==> src/rtl/scan_tap_pkg.sv <==
// Package: shared sizing for the scan test port.
// Assumes: the divider ratio is even and at least 4.
package scan_tap_pkg;
    localparam int DO_BITS  = 9;   // output-control field width
    localparam int CNT_BITS = 7;   // event counter field width
    localparam int DI_BITS  = 8;   // input pin field width
    localparam int DIV_RATE = 8;   // scan clocks per chain bit
endpackage

==> src/rtl/scan_tap_phase.sv <==
// Module: Johnson-counter divider. It produces one one-hot phase vector per
// scan clock, and a shift enable in the last phase of each burst.
// Assumes: DIV is even and >= 4; synchronous active-low reset restarts phase 0.
module scan_tap_phase #(
    parameter int DIV = 8
) (
    input  logic           clk,
    input  logic           rst_n,
    output logic [DIV-1:0] phase,
    output logic           shift_en
);
    localparam int JW = DIV / 2;

    logic [JW-1:0] ring_q;

    // Advance the twisted ring by one state per scan clock.
    always_ff @(posedge clk) begin
        if (!rst_n) ring_q <= '0;
        else        ring_q <= {ring_q[JW-2:0], ~ring_q[JW-1]};
    end

    // Decode each state from one adjacent bit pair, so no two phases overlap.
    for (genvar s = 0; s < DIV; s++) begin : g_dec
        if (s == 0) begin : g_first
            assign phase[s] = ~ring_q[JW-1] & ~ring_q[0];
        end else if (s < JW) begin : g_fill
            assign phase[s] = ring_q[s-1] & ~ring_q[s];
        end else if (s == JW) begin : g_full
            assign phase[s] = ring_q[JW-1] & ring_q[0];
        end else begin : g_drain
            assign phase[s] = ~ring_q[s-JW-1] & ring_q[s-JW];
        end
    end

    assign shift_en = phase[DIV-1];
endmodule

==> src/rtl/scan_tap_evcnt.sv <==
// Module: free-running event counter, gated by an enable.
// Assumes: no reset, so the count survives a chain reset.
module scan_tap_evcnt #(
    parameter int W = 7
) (
    input  logic         clk,
    input  logic         en,
    output logic [W-1:0] count
);
    // Count enabled edges, wrapping at 2**W.
    always_ff @(posedge clk) begin
        if (en) count <= count + 1'b1;
    end
endmodule

==> src/rtl/scan_tap_chain.sv <==
// Module: the scan shift register. It shifts on the divider's enable and ORs
// in a parallel capture word; it can never clear a bit except on reset.
// Assumes: field order from input end: output-control, counter, input pins.
module scan_tap_chain #(
    parameter int DO_W  = 9,
    parameter int CNT_W = 7,
    parameter int DI_W  = 8
) (
    input  logic                        clk,
    input  logic                        rst_n,
    input  logic                        shift_en,
    input  logic                        din,
    input  logic                        get,
    input  logic [CNT_W-1:0]            cap_cnt,
    input  logic [DI_W-1:0]             cap_di,
    output logic [DO_W+CNT_W+DI_W-1:0]  chain
);
    localparam int CW = DO_W + CNT_W + DI_W;

    logic [CW-1:0] cap_word;
    logic [CW-1:0] moved;
    logic [CW-1:0] chain_nxt;

    // Place the captured fields, pins at the output end.
    assign cap_word = {cap_di, cap_cnt, {DO_W{1'b0}}};

    // Shift toward the output end, then set bits from any capture.
    always_comb begin
        moved     = shift_en ? {chain[CW-2:0], din} : chain;
        chain_nxt = get ? (moved | cap_word) : moved;
    end

    // Store the chain; reset clears every bit.
    always_ff @(posedge clk) begin
        if (!rst_n) chain <= '0;
        else        chain <= chain_nxt;
    end
endmodule

==> src/rtl/scan_tap_hold.sv <==
// Module: holding register for the output-control field.
// Assumes: loads only on the update strobe; untouched by the chain reset.
module scan_tap_hold #(
    parameter int W = 9
) (
    input  logic         clk,
    input  logic         load,
    input  logic [W-1:0] d,
    output logic [W-1:0] q
);
    // Copy the field on the strobe, keep it otherwise.
    always_ff @(posedge clk) begin
        if (load) q <= d;
    end
endmodule

==> src/rtl/scan_tap.sv <==
// Module: top of the bit-serial scan test port.
// Assumes: the host holds sc_din for a whole burst and keeps bursts aligned
// to reset release; strobes are sampled on scan clock edges.
module scan_tap
    import scan_tap_pkg::*;
#(
    parameter int DO_W  = DO_BITS,
    parameter int CNT_W = CNT_BITS,
    parameter int DI_W  = DI_BITS,
    parameter int DIV   = DIV_RATE
) (
    input  logic            clk,
    input  logic            rst_n,
    input  logic            sc_din,
    input  logic            sc_get,
    input  logic            sc_set,
    input  logic            cnt_en,
    input  logic [DI_W-1:0] di,
    output logic            sc_dout,
    output logic [DO_W-1:0] do_q
);
    localparam int CW = DO_W + CNT_W + DI_W;

    logic [DIV-1:0]   phase;
    logic             shift_en;
    logic [CNT_W-1:0] count;
    logic [CW-1:0]    chain;

    scan_tap_phase #(.DIV(DIV)) u_phase (
        .clk(clk), .rst_n(rst_n), .phase(phase), .shift_en(shift_en)
    );

    scan_tap_evcnt #(.W(CNT_W)) u_evcnt (
        .clk(clk), .en(cnt_en), .count(count)
    );

    scan_tap_chain #(.DO_W(DO_W), .CNT_W(CNT_W), .DI_W(DI_W)) u_chain (
        .clk(clk), .rst_n(rst_n), .shift_en(shift_en), .din(sc_din),
        .get(sc_get), .cap_cnt(count), .cap_di(di), .chain(chain)
    );

    scan_tap_hold #(.W(DO_W)) u_hold (
        .clk(clk), .load(sc_set), .d(chain[DO_W-1:0]), .q(do_q)
    );

    // The serial output is the last chain stage.
    assign sc_dout = chain[CW-1];
endmodule

==> config.mk <==
export PLATFORM = sky130hd
export DESIGN_NAME = scan_tap
export DESIGN_NICKNAME = d
export VERILOG_FILES = /design/src/rtl/scan_tap_pkg.sv /design/src/rtl/scan_tap_phase.sv /design/src/rtl/scan_tap_evcnt.sv /design/src/rtl/scan_tap_chain.sv /design/src/rtl/scan_tap_hold.sv /design/src/rtl/scan_tap.sv
export SDC_FILE = /design/constraint.sdc
export NUM_CORES = 1
export LEC_CHECK = 0
export BUFFER_PORTS_ARGS = -buffer_cell sky130_fd_sc_hd__buf_4
export CAP_MARGIN = 20
export CORE_ASPECT_RATIO = 1.75
export CORE_MARGIN = 2
export CORE_UTILIZATION = 30
export CTS_CLUSTER_SIZE = 16
export DETAILED_ROUTE_END_ITERATION = 7
export GPL_TIMING_DRIVEN = 0
export HOLD_SLACK_MARGIN = 0.03
export SLEW_MARGIN = 5
export SYNTH_ARGS = -nofsm -noshare
export SYNTH_HDL_FRONTEND = slang
export SYNTH_SLANG_ARGS = --single-unit
export TNS_END_PERCENT = 5
==> constraint.sdc <==
create_clock -name clk -period 1.33 [get_ports clk]
set_input_delay 0.0665 -clock clk [delete_from_list [all_inputs] [get_ports clk]]
set_output_delay 0.0665 -clock clk [all_outputs]
set_load 0.01 [all_outputs]
After elaboration in Yosys (flattened, before gate mapping)
Index checks and enable logic that the tools add are counted.
{"block": "totals", "inputBits": 14, "word_cells": 11, "register_bits": 44, "output_inout_bits": 10}
{"block": "classes", "muxes": 2, "bitwise_logic": 4, "add_sub_neg": 1}
{"cell": "2-to-1 mux 24 bit", "n": 2}
{"cell": "OR 24 bit", "n": 1}
{"cell": "adder 7 x 1 -> 7 bit (second input constant)", "n": 1}
{"cell": "NOT 1 bit", "n": 2}
{"cell": "bitwise AND 1 bit", "n": 1}

Logic depth before layout (Yosys ltp)
Gate-level depths: netlist (run 1).
{"block": "depth", "ltp_word": 5, "depth_mapped": 5, "depth_no_buf": 3}

By module
A second synthesis (run 1) with hierarchy kept.
{"block": "hier_totals", "cells_unflattened": 138, "hier_area_um2": 1747.9}
{"mod": "scan_tap_chain", "seq_area_each_um2": 480.5, "n_inst": 1, "cells_each": 93, "area_per_inst_um2": 1009.7}
{"mod": "scan_tap_evcnt", "seq_area_each_um2": 210.2, "n_inst": 1, "cells_each": 19, "area_per_inst_um2": 307.8}
{"mod": "scan_tap_hold", "seq_area_each_um2": 270.3, "n_inst": 1, "cells_each": 9, "area_per_inst_um2": 270.3}
{"mod": "scan_tap_phase", "seq_area_each_um2": 80.1, "n_inst": 1, "cells_each": 17, "area_per_inst_um2": 160.2}

Worst setup path after synthesis (run 1)
No wires, ideal clock.
{"block": "synth_timing", "path_kind": "flip-flop to flip-flop", "from": "register u_evcnt.count[0]", "to": "register u_evcnt.count[4], data pin", "required_time_ns": 1.072, "setup_ns": 0.258, "arrival_time_ns": 0.817, "setup_slack_ns": 0.255, "n_path_buf": 0, "path_stages_with_launch": 4, "cell_sequence": "edfxtp_1 > ha_1 > nand3_1 > xnor2_1"}
{"block": "synth_between", "elab_chain_cells": 1}
{"element": "start, declared", "line_no": "scan_tap_evcnt.sv:8", "rtl": "output logic [W-1:0] count"}
{"element": "start signal, assigned", "line_no": "scan_tap_evcnt.sv:12", "rtl": "if (en) count <= count + 1'b1;"}
{"element": "adder 7 x 1 -> 7 bit", "line_no": "scan_tap_evcnt.sv:12"}
Every way passes these cells.
A chain may end at the register's enable or synchronous reset.

Worst setup path after layout (run 1)
{"block": "layout_timing", "from": "input rst_n", "to": "register u_chain.chain[16]"}
{"element": "start, declared", "line_no": "scan_tap.sv:13", "rtl": "input logic rst_n,"}
{"element": "end signal, assigned", "line_no": "scan_tap_chain.sv:36", "rtl": "else chain <= chain_nxt;"}
{"element": "end, declared", "line_no": "scan_tap_chain.sv:16", "rtl": "output logic [DO_W+CNT_W+DI_W-1:0] chain"}
No word-level cell between the ends.

==> summary.md, run 1 <==
| Metric | Value |
|---|---|
| Status | `finished clean` |
| Internal power | `2.13 mW` |
| Yosys cell types | `22` |
| Number of fill cells | `approximately 530` |
| Via count | `about 1200` |
| Slew Limit Fails | `0` |
| Worst Setup SP | `rst_n` |
| Die W | `59.6 µm` |
| Syn_area_per_cell | `about 10 µm²` |
| CP peak stage delay | `around 0.53 ns` |
| Row Count | `35` |
| Fmax | `846 MHz` |
| Measured slew at the worst slew-check pin | `roughly 0.42 ns` |
| Sw Pwr | `between 0.5 and 0.6 mW` |
| Register area share after synthesis | `roughly 64%` |
| DRC Markers | `0` |
| Post-route cell area | `2000 µm²` |
| H-tree depth | `2` |
| WP buf/inv | `4` |
| Post-Syn Area | `roughly 1600 µm²` |
| Antenna cells | `0` |
| Post-synth EDFFs | `16` |
| Final WS setup | `about 0.15 ns` |
| First-pass GRT wire length | `just under 5000 µm` |
| Core area | `roughly 5300 µm²` |
| Yosys warning count | `0` |
| Synth Flop Type | `dfxtp_1` |
| Placed insts | `approximately 240` |
| Hold violation count in the final report | `0` |
| Critical R2R Launch | `u_evcnt.count[0]` |
| Sink Count | `44` |
| Root buf cell | `clkbuf_8` |
| Post-synth top area share | `between 30% and 40%` |
| DP Worst Slack | `around 0.15 ns` |
| Post-synth top cells | `nand2_1 (63), dfxtp_1 (28), edfxtp_1 (16)` |
| Area occupied by multi-input gates | `between 500 and 600 µm²` |
| Vias in the first global route | `about 1100` |
| Die Ht | `between 100 and 150 µm` |
| Sw Share | `20.9%` |
| Number of CTS-inserted buffers | `5` |
| CP required | `~1.5 ns` |
| Fin crit share | `between 80 and 90%` |
| Max Cap Viol | `0` |
| Global-route usage over all layers | `a little over a tenth` |
| Routed wire length | `~2900 µm` |
| Worst Setup End Kind | `flip-flop` |
| Worst EP arrival | `approximately 1.3 ns` |
| Cell count after synthesis | `roughly 160` |
| Initial antenna violation count | `0` |
| Ranking of synthesized cells by area | `dfxtp_1 (34%), edfxtp_1 (30%), nand2_1 (15%)` |
| Post-DR vias/cell | `about 4.7` |
| Synth-to-layout area growth | `23.3%` |
| CTS tree | `built` |
| Postcts setup bufs | `0` |
| Detailed-router iteration count before antenna repair | `4` |
| Clk Latency, worst-skew pair | `a little under 0.3 ns` |
| Final nets | `about 210` |
| Worst setup SP type | `input port` |
| Mean routed wirelength per cell | `~11 µm` |
| DRT antenna net count | `0` |
| Sequence of cells on the critical path | `dlygate4sd3_1 > buf_4 > inv_1 > clkbuf_1 > a31oi_1` |
| GPL Wtd Cong | `0.741` |
| Drt initial violations | `14` |
| Hpwl dp | `about 2100 µm` |
| HP Class | `in -> reg` |
| Top-count cell post-synth | `nand2_1` |
| Cell taking the most area after synthesis | `dfxtp_1` |
| Largest net degree at the start of global routing | `14` |
| Clock share of power | `between 30% and 40%` |
| Max FO, Critical Path | `10` |
| Static Leak | `~0.77 nW` |
| Fin crit period | `~1.2 ns` |
| Maximum VDD drop | `around 0.46 mV` |
| Ys async rst share | `0%` |
| Comb power frac | `7.3%` |
| Initial Utilization | `around 31%` |
| Power per Cell Area | `between 1000 and 1500 nW/µm²` |
| Ratio of cells with drive above 1 in the final layout | `19.7%` |
| Longest Clk Path Bufs | `2` |
| Final setup viols | `0` |
| Worst Hold Slack | `about 0.034 ns` |
| Area of the die | `about 6000 µm²` |
| Sequential Power Share | `a little under three fifths` |
| Reg area | `1040 µm²` |
| FF+latch count, synth | `44` |
| Crit path max-delay cell type | `dlygate4sd3_1` |
| Final Skew | `approximately 0.0055 ns` |
| Clk slew on worst S/H paths | `roughly 0.080 ns` |
| Placed cell areas | `between 1500 and 2000 µm²` |
| RSZ-0062 raised after global routing | `false` |
| I/O pin cnt | `24` |
| Rel. slew slack | `a little under three quarters` |
| Non-filler cells, final | `~250` |
| Setup CP Type | `in -> reg` |
| Post-Syn Nets | `174` |
| Setup tns final | `0 ns` |
| # port buffers | `23` |
| Grt ovf | `0` |
| Worst hold start | `di[3]` |
| CP delay by family, top | `buffers and inverters` |
[flip-flops by register name, summed over array words and instances, names as in the netlist]
signal and flops:
u_chain.chain 24, u_hold.q 9, u_evcnt.count 7, u_phase.ring_q 4
[cell type report]
type	count	share of cell area (%)
clock buffer	6	3.62
timing repair buffer	26	10.1
sequential	44	51.9
multi-input combinational	104	25.1
tap	55	3.43
buffer	9	3.68
clock inverter	2	1.75
inverter	2	0.375
[power by group through the flow]
stage	clock network, mW	logic (mW)	registers [mW]
2_1_floorplan	0	0.105	1.54
3_3_place_gp	0	0.190	1.55
3_5_place_dp	0	0.193	1.55
4_1_cts	1.01	0.200	1.52
5_1_grt	1.06	0.221	1.53
6_report	0.982	0.196	1.52
[layout by cell type (no fill, tap or decap), types with 4 or more instances in the layout]
cell / n
nand2_1: 63
dfxtp_1: 28
buf_4: 25
edfxtp_1: 16
a31oi_1: 14
a21oi_1: 8
clkbuf_8: 5
nand3_1: 4
xnor2_1: 4
[kinds of logic (layout without fill, tap and decap cells)]
logic type / after synthesis / after routing / share of synthesized area (%)
AND/OR/NAND/NOR: 74 / 74 / 18.4
flip-flops: 44 / 44 / 64.0
AO/OA/AOI/OAI: 24 / 24 / 9.08
buffers and inverters: 11 / 45 / 5.00
XOR/XNOR: 5 / 5 / 2.69
adder cells (fa/ha/maj): 1 / 1 / 0.770
[worst min-delay path: stages]
cell and delay, ns:
buf_4 0.08, nand2_1 0.04, a31oi_1 0.11
[path summary, 6_finish.rpt]
kind | endpoint | slack (ns) | cells past startpoint
max | u_chain.chain[16] | 0.15 | 5
min | u_chain.chain[19] | 0.03 | 3
max reg2reg | u_evcnt.count[6] | 0.15 | 3
min reg2reg | u_phase.ring_q[0] | 0.44 | 1
[metal layers]
metal / track usage [%] / share of wire, % / up-vias
met3: 3.32 / 3.5 / 5
met1: 10.9 / 43 / 543
met4: 7.18 / 3.0 / 0
li1: - / - / 593
met5: 0 / 0 / -
met2: 18.3 / 51 / 24
[repair_timing]
action / 4_1_cts / 5_1_grt
setup endpoints to repair: 0 / 0
hold buffers: 3 / 0
endpoints found under the hold margin: 5 / 0
resized for setup: 0 / 0
[metrics by stage]
stage	utilization [%]	power, mW
2_1_floorplan	-	1.65
4_1_cts	38.1	2.73
5_1_grt	38.1	2.81
6_report	38.1	2.70
3_5_place_dp	35.5	1.74
3_3_place_gp	35.5	1.74
Power figures use the tool's default switching activity.
==> run 2: changes to the inputs <==
- CORE_ASPECT_RATIO: 1.75 -> 0.7
==> run 2 against run 1 <==
Net effect: setup slack got worse by 0.038 ns; core utilization is 0.66 points higher; sequential power about the same; clock power rose by 1%; hold slack better by 0.0078 ns; register-to-register slack better by 0.05 ns; global-route usage fell by 0.16 points; die area down 0.23%; non-clock buffer count stayed put; count of clock-buffer cells in the layout shrank 1; critical path type unchanged; critical endpoint is now u_chain.chain[14].
==> summary.md, run 2 (synthesis gave the netlist of run 1 again) <==
| Metric | Value |
|---|---|
| Status | `finished clean (unchanged)` |
| Via count | `1155 (was 1165)` |
| Fin crit share | `91.8% (was 88.9%)` |
| Crit path max-delay cell type | `dlygate4sd3_1 (unchanged)` |
| Hold violation count in the final report | `0 (unchanged)` |
| Largest net degree at the start of global routing | `15 (was 14)` |
| DRT antenna net count | `0 (unchanged)` |
| Fmax | `819 MHz (was 846 MHz)` |
| Fin crit period | `1.22 ns (was 1.18 ns)` |
| WP buf/inv | `4 (unchanged)` |
| Core area | `5230 µm² (was 5260 µm²)` |
| CP required | `1.49 ns (about the same)` |
| Worst EP arrival | `1.38 ns (was 1.34 ns)` |
| CTS tree | `built (unchanged)` |
| Reg-to-Reg End | `u_evcnt.count[4] (was u_evcnt.count[6])` |
| Worst hold start | `di[5] (was di[3])` |
| Power per Cell Area | `1340 nW/µm² (about the same)` |
| # resized after CTS | `0 (unchanged)` |
| First-pass GRT wire length | `4950 µm (was 4860 µm)` |
| Root buf cell | `clkbuf_8 (unchanged)` |
| Maximum VDD drop | `0.488 mV (was 0.456 mV)` |
| Vias in the first global route | `1060 (was 1121)` |
| Worst setup SP type | `input port (unchanged)` |
| Area of the die | `6030 µm² (was 6050 µm²)` |
| RSZ-0062 raised after global routing | `false (unchanged)` |
| Initial Utilization | `31.1% (was 30.9%)` |
| Die Ht | `65.6 µm (was 101 µm)` |
| Drt initial violations | `56 (was 14)` |
| Biggest register | `u_chain.chain (unchanged)` |
| H-tree depth | `2 (unchanged)` |
| Global-route usage over all layers | `10.6% (was 10.8%)` |
| Routed wire length | `2850 µm (about the same)` |
| Flop2flop setup slack | `0.20 ns (was 0.15 ns)` |
| Ratio of cells with drive above 1 in the final layout | `19.7% (unchanged)` |
| Max FO, Critical Path | `10 (unchanged)` |
| Final setup viols | `0 (unchanged)` |
| Max Cap Viol | `0 (unchanged)` |
| Static Leak | `0.771 nW (about the same)` |
| Final WS setup | `0.110 ns (was 0.148 ns)` |
| CP peak stage delay | `0.53 ns (about the same)` |
| Post-layout util | `38.8% (was 38.1%)` |
| Row Count | `22 (was 35)` |
| Synth-to-layout area growth | `24.9% (was 23.3%)` |
| Setup tns final | `0 ns (unchanged)` |
| I/O pin cnt | `24 (unchanged)` |
| Slew Limit Fails | `0 (unchanged)` |
| HP Class | `in -> reg (unchanged)` |
| Hpwl dp | `2000 µm (was 2080 µm)` |
| Die W | `92.0 µm (was 59.6 µm)` |
| Initial antenna violation count | `0 (unchanged)` |
| GPL Wtd Cong | `0.717 (was 0.741)` |
| Number of fill cells | `555 (was 532)` |
| Rel. slew slack | `69.4% (was 71.8%)` |
| Largest registers | `u_chain.chain x24, u_hold.q x9, u_evcnt.count x7 (unchanged)` |
| Clk slew on worst S/H paths | `0.08 ns (about the same)` |
| Non-filler cells, final | `265 (was 248)` |
| Longest Clk Path Bufs | `2 (unchanged)` |
| Clk Latency, worst-skew pair | `0.29 ns (about the same)` |
| Number of CTS-inserted buffers | `5 (unchanged)` |
| DP Worst Slack | `0.198 ns (was 0.155 ns)` |
| Min-Delay Path Depth | `3 (unchanged)` |
| Post-DR vias/cell | `4.36 (was 4.70)` |
| Most frequent cells in the layout | `nand2_1 (63), dfxtp_1 (28), buf_4 (25) (unchanged)` |
| Sequence of cells on the critical path | `dlygate4sd3_1 > buf_4 > inv_1 > clkbuf_1 > a31oi_1 (unchanged)` |
| Final Skew | `0.00665 ns (was 0.00546 ns)` |
| Total power | `2.71 mW (was 2.70 mW)` |
| Mean routed wirelength per cell | `10.8 µm (was 11.5 µm)` |
| Detailed-router iteration count before antenna repair | `4 (unchanged)` |
| Antenna cells | `0 (unchanged)` |
| Max reg flops | `24 (unchanged)` |
| Worst Hold End | `u_chain.chain[21] (was u_chain.chain[19])` |
| Worst Setup End Kind | `flip-flop (unchanged)` |
| # port buffers | `23 (unchanged)` |
| Measured slew at the worst slew-check pin | `0.460 ns (was 0.423 ns)` |
| DRC Markers | `0 (unchanged)` |
| Final nets | `207 (unchanged)` |
| Postcts setup bufs | `0 (unchanged)` |
| Sink Count | `44 (unchanged)` |
| CP delay by family, top | `buffers and inverters (unchanged)` |
| Commonest non-fill, non-tap cell in the layout | `nand2_1 (unchanged)` |
| Placed insts | `254 (was 237)` |
| Cells on worst reg2reg path | `3 (unchanged)` |
| Grt ovf | `0 (unchanged)` |
| Critical R2R Launch | `u_evcnt.count[0] (unchanged)` |
| Setup CP Type | `in -> reg (unchanged)` |
==> run 2: changes by cell type in the layout (fill, tap and decap cells not counted) <==
| cell | delta |
|---|---|
| clkbuf_1 | -1 |
| clkinv_1 | +1 |
| clkinv_2 | -1 |
| clkinv_4 | +1 |
==> run 2: worst max-delay path by stage <==
stage | from | to | slack [ns] | cells past startpoint
final | rst_n | u_chain.chain[14] | 0.11 | 5
after global routing | rst_n | u_chain.chain[14] | 0.01 | 5
after CTS | rst_n | u_chain.chain[14] | 0.13 | 5
after detailed placement | u_evcnt.count[0] | u_evcnt.count[6] | 0.20 | 3
after global placement | u_evcnt.count[0] | u_evcnt.count[6] | 0.20 | 3
after floorplan | u_evcnt.count[0] | u_evcnt.count[4] | 0.26 | 3
==> run 2: stage by stage <==
stage               hold WS [ns]  area, µm²
floorplan                  0.179       1630
global placement           0.312       1890
detailed placement         0.318       1890
CTS                       0.0321       2030
global route              0.0319       2030
finish                    0.0420       2030
==> run 2: area by class of cell <==
| type | count | area, µm² | area share [%] |
|---|---|---|---|
| clock buffers | 5 | 68.8 | 3.39 |
| plain buffers | 9 | 73.8 | 3.64 |
| multi-input cells | 104 | 503 | 24.8 |
| clock inverters | 3 | 42.5 | 2.10 |
| flip-flops and latches | 44 | 1040 | 51.3 |
| well taps | 72 | 90.1 | 4.44 |
| inverters | 2 | 7.51 | 0.370 |
| repair buffers | 26 | 203 | 9.99 |
==> run 2: report_power, final <==
part | total (mW) | internal [mW] | switching, mW
clock | 0.996 | 0.556 | 0.440
combinational | 0.199 | 0.102 | 0.0962
sequential | 1.52 | 1.47 | 0.0434
==> run 2: per-layer routing <==
layer / routed length, µm / track usage [%]
met5: 0 / 0
met4: 51 / 4.48
met3: 176 / 3.67
met2: 1150 / 14.2
met1: 1470 / 15.4
==> run 2: worst register-to-register path, stage by stage (launching register included) <==
cell      delay (ns)
edfxtp_1        0.45
ha_1            0.27
nand3_1         0.11
xnor2_1         0.07
==> run 2: timing repair <==
item,CTS,global route
setup endpoints to repair,0,0
hold endpoints to repair,5,0
hold buffers,3,0
==> run 3: changes to the inputs <==
- CORE_UTILIZATION: 30 -> 40
- clock period: 1.33 -> 1 ns (I/O delays scaled with it)
==> run 3 against run 2 <==
Net effect: the run now ends with negative setup slack left; sequential share of layout area shrank 4.4 points; highest routed layer unchanged; count of clock-buffer cells in the layout grew 2; final area grew 9.4%; cell count shrank 3.8%; non-clock buffer count grew 10; largest power group unchanged.
==> summary.md, run 3 (synthesis gave the netlist of run 1 again) <==
| Metric | Value |
|---|---|
| Commonest non-fill, non-tap cell in the layout | `nand2_1 (unchanged)` |
| Final WS setup | `-0.0626 ns (was 0.110 ns)` |
| Detailed-router iteration count before antenna repair | `5 (was 4)` |
| Sink Count | `44 (unchanged)` |
| Failing checks | `negative setup slack` |
| Post-layout util | `57.0% (was 38.8%)` |
| First-pass GRT wire length | `5020 µm (was 4950 µm)` |
| Setup tns final | `-0.943 ns (was 0 ns)` |
| Die Ht | `57.3 µm (was 65.6 µm)` |
| Longest Clk Path Bufs | `2 (unchanged)` |
| Fin crit period | `about 1.1 ns` |
| Setup CP Type | `reg -> reg (was in -> reg)` |
| DP Worst Slack | `-0.116 ns (was 0.198 ns)` |
| Via count | `1232 (was 1155)` |
| Worst EP arrival | `1.29 ns (was 1.38 ns)` |
| Static Leak | `0.853 nW (was 0.771 nW)` |
| Routed wire length | `3220 µm (was 2850 µm)` |
| Reg area | `1040 µm² (about the same)` |
| Post-DR vias/cell | `4.83 (was 4.36)` |
| Most frequent cells in the layout | `nand2_1 (59), buf_4 (29), dfxtp_1 (27) (was nand2_1 (63), dfxtp_1 (28), buf_4 (25))` |
| Antenna cells | `0 (unchanged)` |
| Worst Hold Slack | `0.0415 ns (was 0.0420 ns)` |
| Slew Limit Fails | `0 (unchanged)` |
| Routed met2 length | `1430 µm (was 1150 µm)` |
| Largest registers | `u_chain.chain x24, u_hold.q x9, u_evcnt.count x7 (unchanged)` |
| Area occupied by multi-input gates | `568 µm² (was 503 µm²)` |
| Grt ovf | `0 (unchanged)` |
| Die W | `80.2 µm (was 92.0 µm)` |
| Number of fill cells | `359 (was 555)` |
| Core area | `3900 µm² (was 5230 µm²)` |
| Met3 WL post-DR | `191 µm (was 176 µm)` |
| Initial antenna violation count | `0 (unchanged)` |
| I/O pin cnt | `24 (unchanged)` |
| WL met1 | `1550 µm (was 1470 µm)` |
| HP Class | `in -> reg (unchanged)` |
| Fin crit share | `106%` |
| DRC Markers | `0 (unchanged)` |
| Rel. slew slack | `69.3% (was 69.4%)` |
| Number of CTS-inserted buffers | `5 (unchanged)` |
| Final setup viols | `26 (was 0)` |
| Max reg flops | `24 (unchanged)` |
| Synth-to-layout area growth | `36.6% (was 24.9%)` |
| CP required | `1.23 ns (was 1.49 ns)` |
| Worst Setup End Kind | `flip-flop (unchanged)` |
| Fmax | `941 MHz` |
| Final Skew | `0.00544 ns (was 0.00665 ns)` |
| Worst setup SP type | `flip-flop (was input port)` |
| Max Cap Viol | `0 (unchanged)` |
| Power per Cell Area | `1720 nW/µm² (was 1340 nW/µm²)` |
| Vias in the first global route | `1125 (was 1060)` |
| DRT antenna net count | `0 (unchanged)` |
| Hold violation count in the final report | `0 (unchanged)` |
| Max FO, Critical Path | `6 (was 10)` |
| Clk slew on worst S/H paths | `0.08 ns (about the same)` |
| Area of the die | `4600 µm² (was 6030 µm²)` |
| Final nets | `217 (was 207)` |
| Max Used Layer | `met4 (unchanged)` |
| Biggest register | `u_chain.chain (unchanged)` |
| Maximum VDD drop | `1.13 mV (was 0.488 mV)` |
| Initial Utilization | `41.7% (was 31.1%)` |
| Status | `finished with violations (was finished clean)` |
| GPL Wtd Cong | `0.728 (was 0.717)` |
| Row Count | `19 (was 22)` |
| H-tree depth | `2 (unchanged)` |
| Clk Latency, worst-skew pair | `0.29 ns (about the same)` |
| Hpwl dp | `2020 µm (was 2000 µm)` |
| # port buffers | `23 (unchanged)` |
| RSZ-0062 raised after global routing | `true (was false)` |
| CTS tree | `built (unchanged)` |
| Drt initial violations | `52 (was 56)` |
| Global-route usage over all layers | `14.7% (was 10.6%)` |
| Largest net degree at the start of global routing | `14 (was 15)` |
| Mean routed wirelength per cell | `12.6 µm (was 10.8 µm)` |
| Root buf cell | `clkbuf_8 (unchanged)` |
| Measured slew at the worst slew-check pin | `0.460 ns (about the same)` |
| Ratio of cells with drive above 1 in the final layout | `31.0% (was 19.7%)` |
## run 3: per-stage QoR
| stage | instances | power, mW | cell area [µm²] |
|---|---|---|---|
| 2_1_floorplan | 159 | 2.20 | 1630 |
| 3_3_place_gp | 234 | 2.31 | 1870 |
| 3_5_place_dp | 234 | 2.32 | 1870 |
| 4_1_cts | 253 | 3.81 | 2130 |
| 5_1_grt | 255 | 3.98 | 2220 |
| 6_report | 255 | 3.82 | 2220 |
## run 3: repair_timing
item,in CTS,in global routing
pin swaps,15,9
hold buffers,5,0
gates cloned,1,1
setup endpoints to repair,27,28
setup buffers,5,1
hold endpoints to repair,14,0
gates resized for setup,11,12
## run 3: area by class of cell
cell class | instances | area share, %
tap | 52 | 2.93
inverter | 2 | 0.338
clock buffer | 7 | 4.34
buffer | 9 | 4.11
sequential | 44 | 46.9
timing repair buffer | 36 | 14.4
multi-input combinational | 104 | 25.6
clock inverter | 1 | 1.35
## run 3: worst max-delay path: stages (launching register included)
cell	delay, ns
dfxtp_2	0.32
and2b_1	0.19
buf_6	0.15
buf_4	0.13
nand2_1	0.05
a31oi_1	0.15
## run 3: layer usage
| layer | up-vias | global-route usage [%] |
|---|---|---|
| met2 | 30 | 21.8 |
| met4 | 0 | 7.26 |
| met1 | 577 | 19.4 |
| met3 | 7 | 4.75 |
| li1 | 618 | - |
| met5 | - | 0 |
## run 3: report_power, final
| part | internal [mW] | total [mW] | switching [mW] |
|---|---|---|---|
| clock | 0.881 | 1.46 | 0.576 |
| sequential | 1.96 | 2.01 | 0.0539 |
| combinational | 0.189 | 0.353 | 0.164 |
## run 3: final timing paths
path | startpoint | end | slack, ns | depth (start not counted)
max | u_phase.ring_q[2] | u_chain.chain[10] | -0.06 | 5
min | di[5] | u_chain.chain[21] | 0.04 | 3
max reg2reg | u_phase.ring_q[2] | u_chain.chain[10] | -0.06 | 5
min reg2reg | u_phase.ring_q[0] | u_phase.ring_q[1] | 0.44 | 1
